**src/rtl/atx_pkg.sv**
```systemverilog
package atx_pkg;

    typedef enum logic [2:0] {
        ST_IDLE   = 3'd0,
        ST_START  = 3'd1,
        ST_DATA   = 3'd2,
        ST_PARITY = 3'd3,
        ST_STOP   = 3'd4,
        ST_BREAK  = 3'd5
    } tx_state_e;

    typedef enum logic [1:0] {
        PAR_NONE     = 2'd0,
        PAR_EVEN     = 2'd1,
        PAR_ODD      = 2'd2,
        PAR_NONE_ALT = 2'd3
    } parity_e;

    localparam int STOP_CODE_W = 3;
    localparam int HALF_CNT_W  = 3;

endpackage

```
**src/rtl/atx_tick_timer.sv**
```systemverilog
module atx_tick_timer #(
    parameter int TICKS_PER_BIT = 16
) (
    input  logic clk,
    input  logic rst_n,
    input  logic tick,
    input  logic clear,
    input  logic half_sel,
    output logic done
);
    localparam int CW = $clog2(TICKS_PER_BIT + 1);
    localparam logic [CW-1:0] FULL_LIM = CW'(TICKS_PER_BIT);
    localparam logic [CW-1:0] HALF_LIM = CW'(TICKS_PER_BIT / 2);

    logic [CW-1:0] cnt_q;
    logic [CW-1:0] limit;

    always_comb begin
        limit = half_sel ? HALF_LIM : FULL_LIM;
        done  = tick && (cnt_q == limit - CW'(1));
    end

    always_ff @(posedge clk or negedge rst_n) begin
        if (!rst_n) begin
            cnt_q <= '0;
        end else if (clear) begin
            cnt_q <= '0;
        end else if (tick) begin
            if (done) cnt_q <= '0;
            else      cnt_q <= cnt_q + CW'(1);
        end
    end
endmodule

```
**src/rtl/atx_shifter.sv**
```systemverilog
module atx_shifter
    import atx_pkg::*;
#(
    parameter int DATA_W   = 8,
    parameter int WORD_MIN = 5
) (
    input  logic              clk,
    input  logic              rst_n,
    input  logic              load,
    input  logic              shift,
    input  logic [DATA_W-1:0] data,
    input  logic [1:0]        len_code,
    input  logic [1:0]        par_code,
    output logic              bit_out,
    output logic              par_bit,
    output logic              last_bit
);
    localparam int BLW = $clog2(DATA_W);

    logic [DATA_W-1:0] sh_q;
    logic [BLW-1:0]    left_q;
    logic [DATA_W-1:0] mask;
    logic [DATA_W-1:0] masked;
    int unsigned       nbits;

    assign nbits = WORD_MIN + int'(len_code);

    for (genvar i = 0; i < DATA_W; i++) begin : g_mask
        assign mask[i] = (i < nbits);
    end

    assign masked = data & mask;

    always_ff @(posedge clk or negedge rst_n) begin
        if (!rst_n) begin
            sh_q    <= '0;
            left_q  <= '0;
            par_bit <= 1'b0;
        end else if (load) begin
            sh_q    <= masked;
            left_q  <= BLW'(nbits - 1);
            par_bit <= (^masked) ^ (parity_e'(par_code) == PAR_ODD);
        end else if (shift) begin
            sh_q    <= sh_q >> 1;
            left_q  <= left_q - BLW'(1);
        end
    end

    assign bit_out  = sh_q[0];
    assign last_bit = (left_q == '0);
endmodule

```
**src/rtl/atx_stop_plan.sv**
```systemverilog
module atx_stop_plan
    import atx_pkg::*;
(
    input  logic [STOP_CODE_W-1:0] stop_code,
    output logic [HALF_CNT_W-1:0]  halves
);
    always_comb begin
        unique case (stop_code)
            3'd0:    halves = 3'd0;
            3'd1:    halves = 3'd2;
            3'd2:    halves = 3'd3;
            3'd3:    halves = 3'd4;
            3'd4:    halves = 3'd5;
            3'd5:    halves = 3'd6;
            default: halves = 3'd2;
        endcase
    end
endmodule

```
**src/rtl/async_tx_engine.sv**
```systemverilog
module async_tx_engine
    import atx_pkg::*;
#(
    parameter int DATA_W        = 8,
    parameter int WORD_MIN      = 5,
    parameter int TICKS_PER_BIT = 16
) (
    input  logic              clk,
    input  logic              rst_n,
    input  logic              tick,
    input  logic              in_valid,
    output logic              in_ready,
    input  logic [DATA_W-1:0] in_data,
    input  logic [1:0]        cfg_len,
    input  logic [1:0]        cfg_par,
    input  logic [2:0]        cfg_stop,
    input  logic              brk,
    output logic              txd,
    output logic              busy
);
    tx_state_e st_q, st_d;

    logic                   accept;
    logic [1:0]             par_q;
    logic [STOP_CODE_W-1:0] stop_q;
    logic [HALF_CNT_W-1:0]  halves;
    logic [HALF_CNT_W-1:0]  half_cnt_q;
    logic                   bit_done;
    logic                   timer_clear;
    logic                   half_sel;
    logic                   data_bit;
    logic                   par_bit;
    logic                   last_bit;
    logic                   par_en;
    tx_state_e              after_body;

    assign accept = in_valid && in_ready;
    assign par_en = (parity_e'(par_q) == PAR_EVEN) || (parity_e'(par_q) == PAR_ODD);

    atx_tick_timer #(.TICKS_PER_BIT(TICKS_PER_BIT)) u_timer (
        .clk      (clk),
        .rst_n    (rst_n),
        .tick     (tick),
        .clear    (timer_clear),
        .half_sel (half_sel),
        .done     (bit_done)
    );

    atx_shifter #(.DATA_W(DATA_W), .WORD_MIN(WORD_MIN)) u_shift (
        .clk      (clk),
        .rst_n    (rst_n),
        .load     (accept),
        .shift    ((st_q == ST_DATA) && bit_done),
        .data     (in_data),
        .len_code (cfg_len),
        .par_code (cfg_par),
        .bit_out  (data_bit),
        .par_bit  (par_bit),
        .last_bit (last_bit)
    );

    atx_stop_plan u_stop (
        .stop_code (stop_q),
        .halves    (halves)
    );

    // captured frame settings
    always_ff @(posedge clk or negedge rst_n) begin
        if (!rst_n) begin
            par_q  <= '0;
            stop_q <= '0;
        end else if (accept) begin
            par_q  <= cfg_par;
            stop_q <= cfg_stop;
        end
    end

    // half-bit step counter of the stop interval
    always_ff @(posedge clk or negedge rst_n) begin
        if (!rst_n)              half_cnt_q <= '0;
        else if (st_q != ST_STOP) half_cnt_q <= '0;
        else if (bit_done)        half_cnt_q <= half_cnt_q + HALF_CNT_W'(1);
    end

    // state register
    always_ff @(posedge clk or negedge rst_n) begin
        if (!rst_n) st_q <= ST_IDLE;
        else        st_q <= st_d;
    end

    // next state
    always_comb begin
        after_body = (halves != '0) ? ST_STOP : ST_IDLE;
        st_d       = st_q;
        unique case (st_q)
            ST_IDLE: begin
                if (brk)         st_d = ST_BREAK;
                else if (accept) st_d = ST_START;
            end
            ST_BREAK: begin
                if (!brk) st_d = ST_IDLE;
            end
            ST_START: begin
                if (bit_done) st_d = ST_DATA;
            end
            ST_DATA: begin
                if (bit_done && last_bit) st_d = par_en ? ST_PARITY : after_body;
            end
            ST_PARITY: begin
                if (bit_done) st_d = after_body;
            end
            ST_STOP: begin
                if (bit_done && (half_cnt_q == halves - HALF_CNT_W'(1))) st_d = ST_IDLE;
            end
            default: st_d = ST_IDLE;
        endcase
    end

    assign timer_clear = (st_d != st_q) || (st_q == ST_IDLE) || (st_q == ST_BREAK);
    assign half_sel    = (st_q == ST_STOP);

    // outputs
    always_comb begin
        txd      = 1'b1;
        busy     = 1'b0;
        in_ready = 1'b0;
        unique case (st_q)
            ST_IDLE:   in_ready = !brk;
            ST_BREAK:  txd = 1'b0;
            ST_START:  begin txd = 1'b0;     busy = 1'b1; end
            ST_DATA:   begin txd = data_bit; busy = 1'b1; end
            ST_PARITY: begin txd = par_bit;  busy = 1'b1; end
            ST_STOP:   busy = 1'b1;
            default:   txd = 1'b1;
        endcase
    end
endmodule

```
**config.mk**
```make
export PLATFORM = sky130hd
export DESIGN_NAME = async_tx_engine
export DESIGN_NICKNAME = d
export VERILOG_FILES = /design/src/rtl/atx_pkg.sv /design/src/rtl/atx_tick_timer.sv /design/src/rtl/atx_shifter.sv /design/src/rtl/atx_stop_plan.sv /design/src/rtl/async_tx_engine.sv
export SDC_FILE = /design/constraint.sdc
export NUM_CORES = 1
export LEC_CHECK = 0
export BUFFER_PORTS_ARGS = -buffer_cell sky130_fd_sc_hd__clkbuf_2
export CAP_MARGIN = 20
export CORE_ASPECT_RATIO = 0.8
export CORE_MARGIN = 10
export CORE_UTILIZATION = 51
export CTS_CLUSTER_SIZE = 25
export DETAILED_ROUTE_END_ITERATION = 8
export GPL_TIMING_DRIVEN = 0
export PLACE_DENSITY = 0.8
export SLEW_MARGIN = 0
export SYNTH_ARGS = -nofsm -noshare
export SYNTH_HDL_FRONTEND = slang
export SYNTH_SLANG_ARGS = --single-unit
```
**constraint.sdc**
```tcl
create_clock -name clk -period 1.8 [get_ports clk]
set_input_delay 0.09 -clock clk [delete_from_list [all_inputs] [get_ports clk]]
set_output_delay 0.09 -clock clk [all_outputs]
set_load 0.01 [all_outputs]
```
# ---- After elaboration in Yosys (flattened, before gate mapping)
# Index checks and enable logic that the tools add are counted.
dict set report totals {
  in_bits 20
  romBits 0
  mem_count 0
  latch_bits 0
  elab_cells 84
  reg_bits 28
  out_inout_bits 3
  ram_bits 0
}
dict set report classes {
  n_mul 0
  div 0
  add_sub_neg 7
  n_mux 24
  n_reduce_logical 19
  shift 0
  order_cmp 8
  bitwise 2
  eq_ne 16
}
# cell count
set op_table {}
lappend op_table {{$mux W3} 13}
lappend op_table {{$mux W5} 4}
lappend op_table {{$pmux W3 S6} 1}
lappend op_table {{$lt A3 B4 Y1 const A} 4}
lappend op_table {{$mux W8} 2}
lappend op_table {{$pmux W3 S5} 1}
lappend op_table {{$eq A3 B2 Y1 const B} 4}
lappend op_table {{$eq A3 B3 Y1 const B} 4}
lappend op_table {{$logic_not A3 Y1} 3}
lappend op_table {{$sub A3 B1 Y3 const B} 3}
lappend op_table {{$and A8 B8 Y8} 1}
lappend op_table {{$lt A1 B4 Y1 const A} 2}
lappend op_table {{$lt A2 B4 Y1 const A} 2}
lappend op_table {{$reduce_xor A8 Y1} 1}
lappend op_table {{$reduce_bool A2 Y1} 3}
lappend op_table {{$add A5 B1 Y5 const B} 1}
lappend op_table {{$eq A5 B5 Y1} 1}
lappend op_table {{$logic_and A1 B1 Y1} 5}
lappend op_table {{$sub A5 B1 Y5 const B} 1}
lappend op_table {{$add A3 B2 Y4 const A} 1}
lappend op_table {{$eq A2 B2 Y1 const B} 2}
lappend op_table {{$reduce_or A4 Y1} 1}
lappend op_table {{$add A3 B1 Y3 const B} 1}
lappend op_table {{$eq A3 B1 Y1 const B} 1}
lappend op_table {{other kinds (11)} 14}

# ---- Logic depth before layout (Yosys ltp)
dict set report logic_depth {
  depth_word 12
  ltp_mapped 10
  ltp_nobuf 8
}

# ---- Modules after synthesis
# A second synthesis with hierarchy kept.
dict set report hier_totals {
  cells_unflattened 177
  hier_area_um2 1786.7
}
# mod area_each_um2 cells_each n_inst seq_area_each_um2
set by_module_without_submodules {}
lappend by_module_without_submodules {async_tx_engine 729.4 69 1 275.3}
lappend by_module_without_submodules {atx_shifter 720.7 72 1 300.3}
lappend by_module_without_submodules {atx_tick_timer 300.3 30 1 125.1}
lappend by_module_without_submodules {atx_stop_plan 36.3 6 1 0.0}

# ---- Least setup slack after synthesis
# No wires, ideal clock.
dict set report synth_path {
  kind {register to register}
  from {register st_q[1]}
  to {register u_shift.left_q[2]}
  n_path_buf 2
  required_ns 1.663
  synth_period_minus_slack_ns 2.030
  setup_slack_ns -0.230
  arrival_ns 1.893
  path_stages_with_launch 11
  setup_time_ns 0.137
  path_cell_list {dfrtp_1 > buf_2 > nor4_2 > nand2_1 > buf_2 > nor2_1 > a21oi_1 > ha_1 > nand2_1 > xor2_1 > a21oi_1}
}
dict set report synth_via {
  elab_cells_between_ends 12
  classes_between {add/sub: 1; eq/ne: 3; mux: 3; reduce/logical: 5}
}
# item line_no
set synth_lines {}
lappend synth_lines {{start, declared} async_tx_engine.sv:21} ;# tx_state_e st_q, st_d;
lappend synth_lines {{start signal, assigned} async_tx_engine.sv:88} ;# else st_q <= st_d;
lappend synth_lines {{$logic_not A3 Y1 (*)} async_tx_engine.sv:127} ;# unique case (st_q)
lappend synth_lines {{$mux W1 (*)} async_tx_engine.sv:127}
lappend synth_lines {{via in_ready} async_tx_engine.sv:12} ;# output logic in_ready,
lappend synth_lines {{$logic_and A1 B1 Y1 (*)} async_tx_engine.sv:37} ;# assign accept = in_valid && in_ready;
lappend synth_lines {{$mux W3 or $reduce_bool A2 Y1 (tied branches)} --}
lappend synth_lines {{end signal, assigned} atx_shifter.sv:41} ;# left_q <= BLW'(nbits - 1);
lappend synth_lines {{end signal, assigned} atx_shifter.sv:45} ;# left_q <= left_q - BLW'(1);
lappend synth_lines {{end, declared} atx_shifter.sv:21} ;# logic [BLW-1:0] left_q;
# The timed path passes the listed nets; every way through them passes the cells marked *.
# A chain may end at the register's enable or synchronous reset.

# ---- Worst setup path after layout
dict set report layout_path {
  from {register st_q[0]}
  to {register u_shift.left_q[2]}
}
dict set report layout_via {
  elab_chain_len 7
  elab_cells_between_ends 12
  classes_between {add/sub: 1; eq/ne: 3; mux: 3; reduce/logical: 5}
}
# item line_no
set layout_rtl {}
lappend layout_rtl {{$eq A3 B3 Y1} async_tx_engine.sv:120} ;# assign half_sel = (st_q == ST_STOP);
lappend layout_rtl {{$mux W5} atx_tick_timer.sv:19} ;# limit = half_sel ? HALF_LIM : FULL_LIM;
lappend layout_rtl {{$sub A5 B1 Y5} atx_tick_timer.sv:20} ;# done = tick && (cnt_q == limit - CW'(1));
lappend layout_rtl {{$eq A5 B5 Y1} atx_tick_timer.sv:20}
lappend layout_rtl {{$logic_and A1 B1 Y1} atx_tick_timer.sv:20}
lappend layout_rtl {{$logic_and A1 B1 Y1} async_tx_engine.sv:53} ;# .shift ((st_q == ST_DATA) && bit_done),
lappend layout_rtl {{$reduce_bool A2 Y1 (no line)} --}
# Several ways; a longest one is shown, not always the timed one.

==> reports/metrics.yaml <==
status: "finished, violations left"
violations: "setup timing"
critPathMaxFanout: 4
clk_latency_ns: 0.29
grt_max_degree: 29
routed.top_layer: "met4"
drtPass1Iterations: 4
ys_types: 41
route.met3.wl_um: 196
dp_worst_setup_slack_ns: -0.183
hp-start: "cfg_stop[2]"
syn_inst: 176
synth_seq_cells: 28
syn_area_um2: 1730
drt-total-wl_mm: 4.54
hold_class: "in2reg"
worstSetupPathType: "reg2reg"
powerDensity_nw_per_um2: 1390
synthTopCellsByArea: "dfrtp_1 (40%), xnor2_1 (7.6%), ha_1 (5.8%)"
setup_violations: 2
avgSynthCellArea_um2: 9.83
startpoint_type: "register"
combinationalPowerShare: 0.512
drcViolationCount: 0
ys_top_cells_by_count: "dfrtp_1 (28), a21oi_1 (18), nor2_1 (17)"
drv_slew: 0
p_seq_frac: 0.332
die_h_um: 72.1
cap_viol_max_count: 0
period_needed_ns: 1.88
post_dp_cell_area_um2: 1910
grt_pass1_wl_mm: 6.56
worst_slew_pin_slew_ns: 0.715
crit_path_start: "st_q[0]"
initial_utilization: 0.545
switchingPower_w: 0.00119
path_clk_slew_ns: 0.09
syn-num-nets: 204
clock_sinks: 28
drt_iter0_drc: 168
p_int_w: 0.00203
rr_startpoint: "st_q[0]"
drive_gt1_frac: 0.374
finalInstanceArea_um2: 2310
cts_inserted_buffers: 3
hold_viol: 0
clockPowerShare: 0.157
rows: 18
port_buffers: 22
ys.flop_type: "dfrtp_1"
slowest_stage: "dfrtp_1"
seq_area_frac_synth: 0.405
place_congestion: 0.843
num_vias: 1486
cp_slowest_stage_delay_ns: 0.42
yosysWarnings: 0
io_pins: 23
max_freq_ghz: 0.531
synthArstFlopShare: 1.00
slew_headroom: 0.524
drtAntennaViolNets: 0
wl_met1_mm: 1.95
crit_arrival_ns: 2.09
final_nets: 251
critPathRequiredTime_ns: 2.00
die-area_um2: 6140
path_cells: "nor4_4 -> nand2_2 -> buf_8 -> mux2i_4 -> ha_4 -> xnor2_1 -> nor2_1 -> a21oi_2"
grt_pass1_vias: 1384
htreeDepth: 1
cts_tree: "done"
fin_ws_ns: -0.0829
swShare: 0.370
wl_per_cell_um: 17.3
synth_edf_count: 0
cts_root_buf: "clkbuf_8"
leakagePower_nw: 1.03
rsz0062_at_grt: "true"
dpl.hpwl_mm: 2.77
grt_overflow_total: 0
grt_usage: 0.125
end_kind: "register"
timing.final.crit_share: 1.05
yosysTopAreaCell: "dfrtp_1"
diodes: 0
yosysMostFrequentCell: "dfrtp_1"
vias_per_cell: 5.67
clock_skew_ns: 0.0177
cts_buffer_depth: 2
area_growth_pct: 33.4
die_x_um: 85.1
coreArea_um2: 3180
antenna_found_initial: 0
max-vdd-ir-drop_uv: 905
synth_top_area_frac: 0.405
wl_met2_mm: 2.35
-- registers in the layout (all words and copies together) (netlist names) --
name and count:
half_cnt_q 3, par_q 2, st_q 3, stop_q 3
u_shift.left_q 3, u_shift.par_bit 1, u_shift.sh_q 8, u_timer.cnt_q 5
-- metal layers --
metal | vias up | GRT usage
li1 | 709 | -
met1 | 726 | 0.151
met2 | 45 | 0.227
met3 | 6 | 0.0290
met4 | 0 | 0.0164
met5 | - | 0
-- power groups by stage --
stage | combinational, W | clock (W) | sequential, W
final | 0.00165 | 0.000503 | 0.00107
after global routing | 0.00179 | 0.000545 | 0.00110
after CTS | 0.00125 | 0.000516 | 0.00104
after detailed placement | 0.00111 | 0 | 0.00107
after global placement | 0.00106 | 0 | 0.00105
after floorplan | 0.000877 | 0 | 0.00102
-- worst max-delay path, delay by kind of cell, from the launching register on --
kind,cells,cell delay [ns]
xor+xnor,1,0.20
mux,1,0.18
compound gates,1,0.13
fa+ha+maj,1,0.18
flops,1,0.42
buf+inv,1,0.16
simple gates,3,0.53
-- final cells by class --
class / instances / area, um^2
Multi-Input combinational cell: 137 / 1130
Fill cell: 204 / 867
Sequential cell: 28 / 702
Timing Repair Buffer: 42 / 267
Buffer: 8 / 77.6
Tap cell: 40 / 50.0
Clock buffer: 3 / 41.3
Clock inverter: 1 / 30.0
Inverter: 3 / 11.3
-- logic make-up (layout without fill, tap and decap cells) --
logic type,after synthesis,after routing,synth area share
compound gates,37,37,0.123
fa+ha+maj,8,8,0.0578
xor+xnor,22,22,0.116
buf+inv,11,57,0.0282
flops,28,28,0.405
simple gates,56,56,0.186
mux,14,14,0.0846
-- repair_timing --
| action | CTS | global route |
|---|---|---|
| hold buffers | 1 | 0 |
| setup buffers | 7 | 11 |
| endpoints found under the setup margin | 6 | 19 |
| gates cloned | 0 | 1 |
| pin swaps | 7 | 8 |
| gates resized for setup | 12 | 32 |
| hold endpoints to repair | 28 | 0 |
-- final timing paths --
| kind | end | slack, ns | cells past startpoint |
|---|---|---|---|
| worst min register to register | u_shift.par_bit | 0.50 | 2 |
| worst max-delay path | u_shift.left_q[2] | -0.08 | 8 |
| worst min-delay path | stop_q[2] | 0.05 | 2 |
| worst max register to register | u_shift.left_q[2] | -0.08 | 8 |
| max in group asynchronous | st_q[2] | 0.93 | 2 |
| min in group asynchronous | half_cnt_q[1] | 0.38 | 2 |
-- cell usage in the layout (no fill, tap or decap), types with 3 or more instances in the layout --
cell type,n
inv_1,3
a21oi_2,4
a21oi_1,14
buf_6,4
xor2_1,5
ha_1,5
buf_4,18
clkbuf_8,3
mux2_2,5
xnor2_1,15
o21ai_0,7
nand3b_1,3
a31oi_1,3
nor2_1,16
nand2b_1,4
mux2i_1,8
nand2_1,7
nor3_1,4
ha_4,3
clkbuf_2,24
dfrtp_1,27
-- through the flow --
stage	utilization	total power, W	hold WS (ns)	std cells	setup TNS (ns)
finish	0.727	0.00322	0.0455	262	-0.105
global route	0.727	0.00344	0.0333	262	-0.540
CTS	0.658	0.00281	0.0383	250	-0.166
detailed placement	0.603	0.00218	0.174	238	-0.338
global placement	0.603	0.00211	0.157	238	-0.170
floorplan	-	0.00189	-0.206	176	-0.0213
Note: power is estimated with default switching activity, not from simulation.
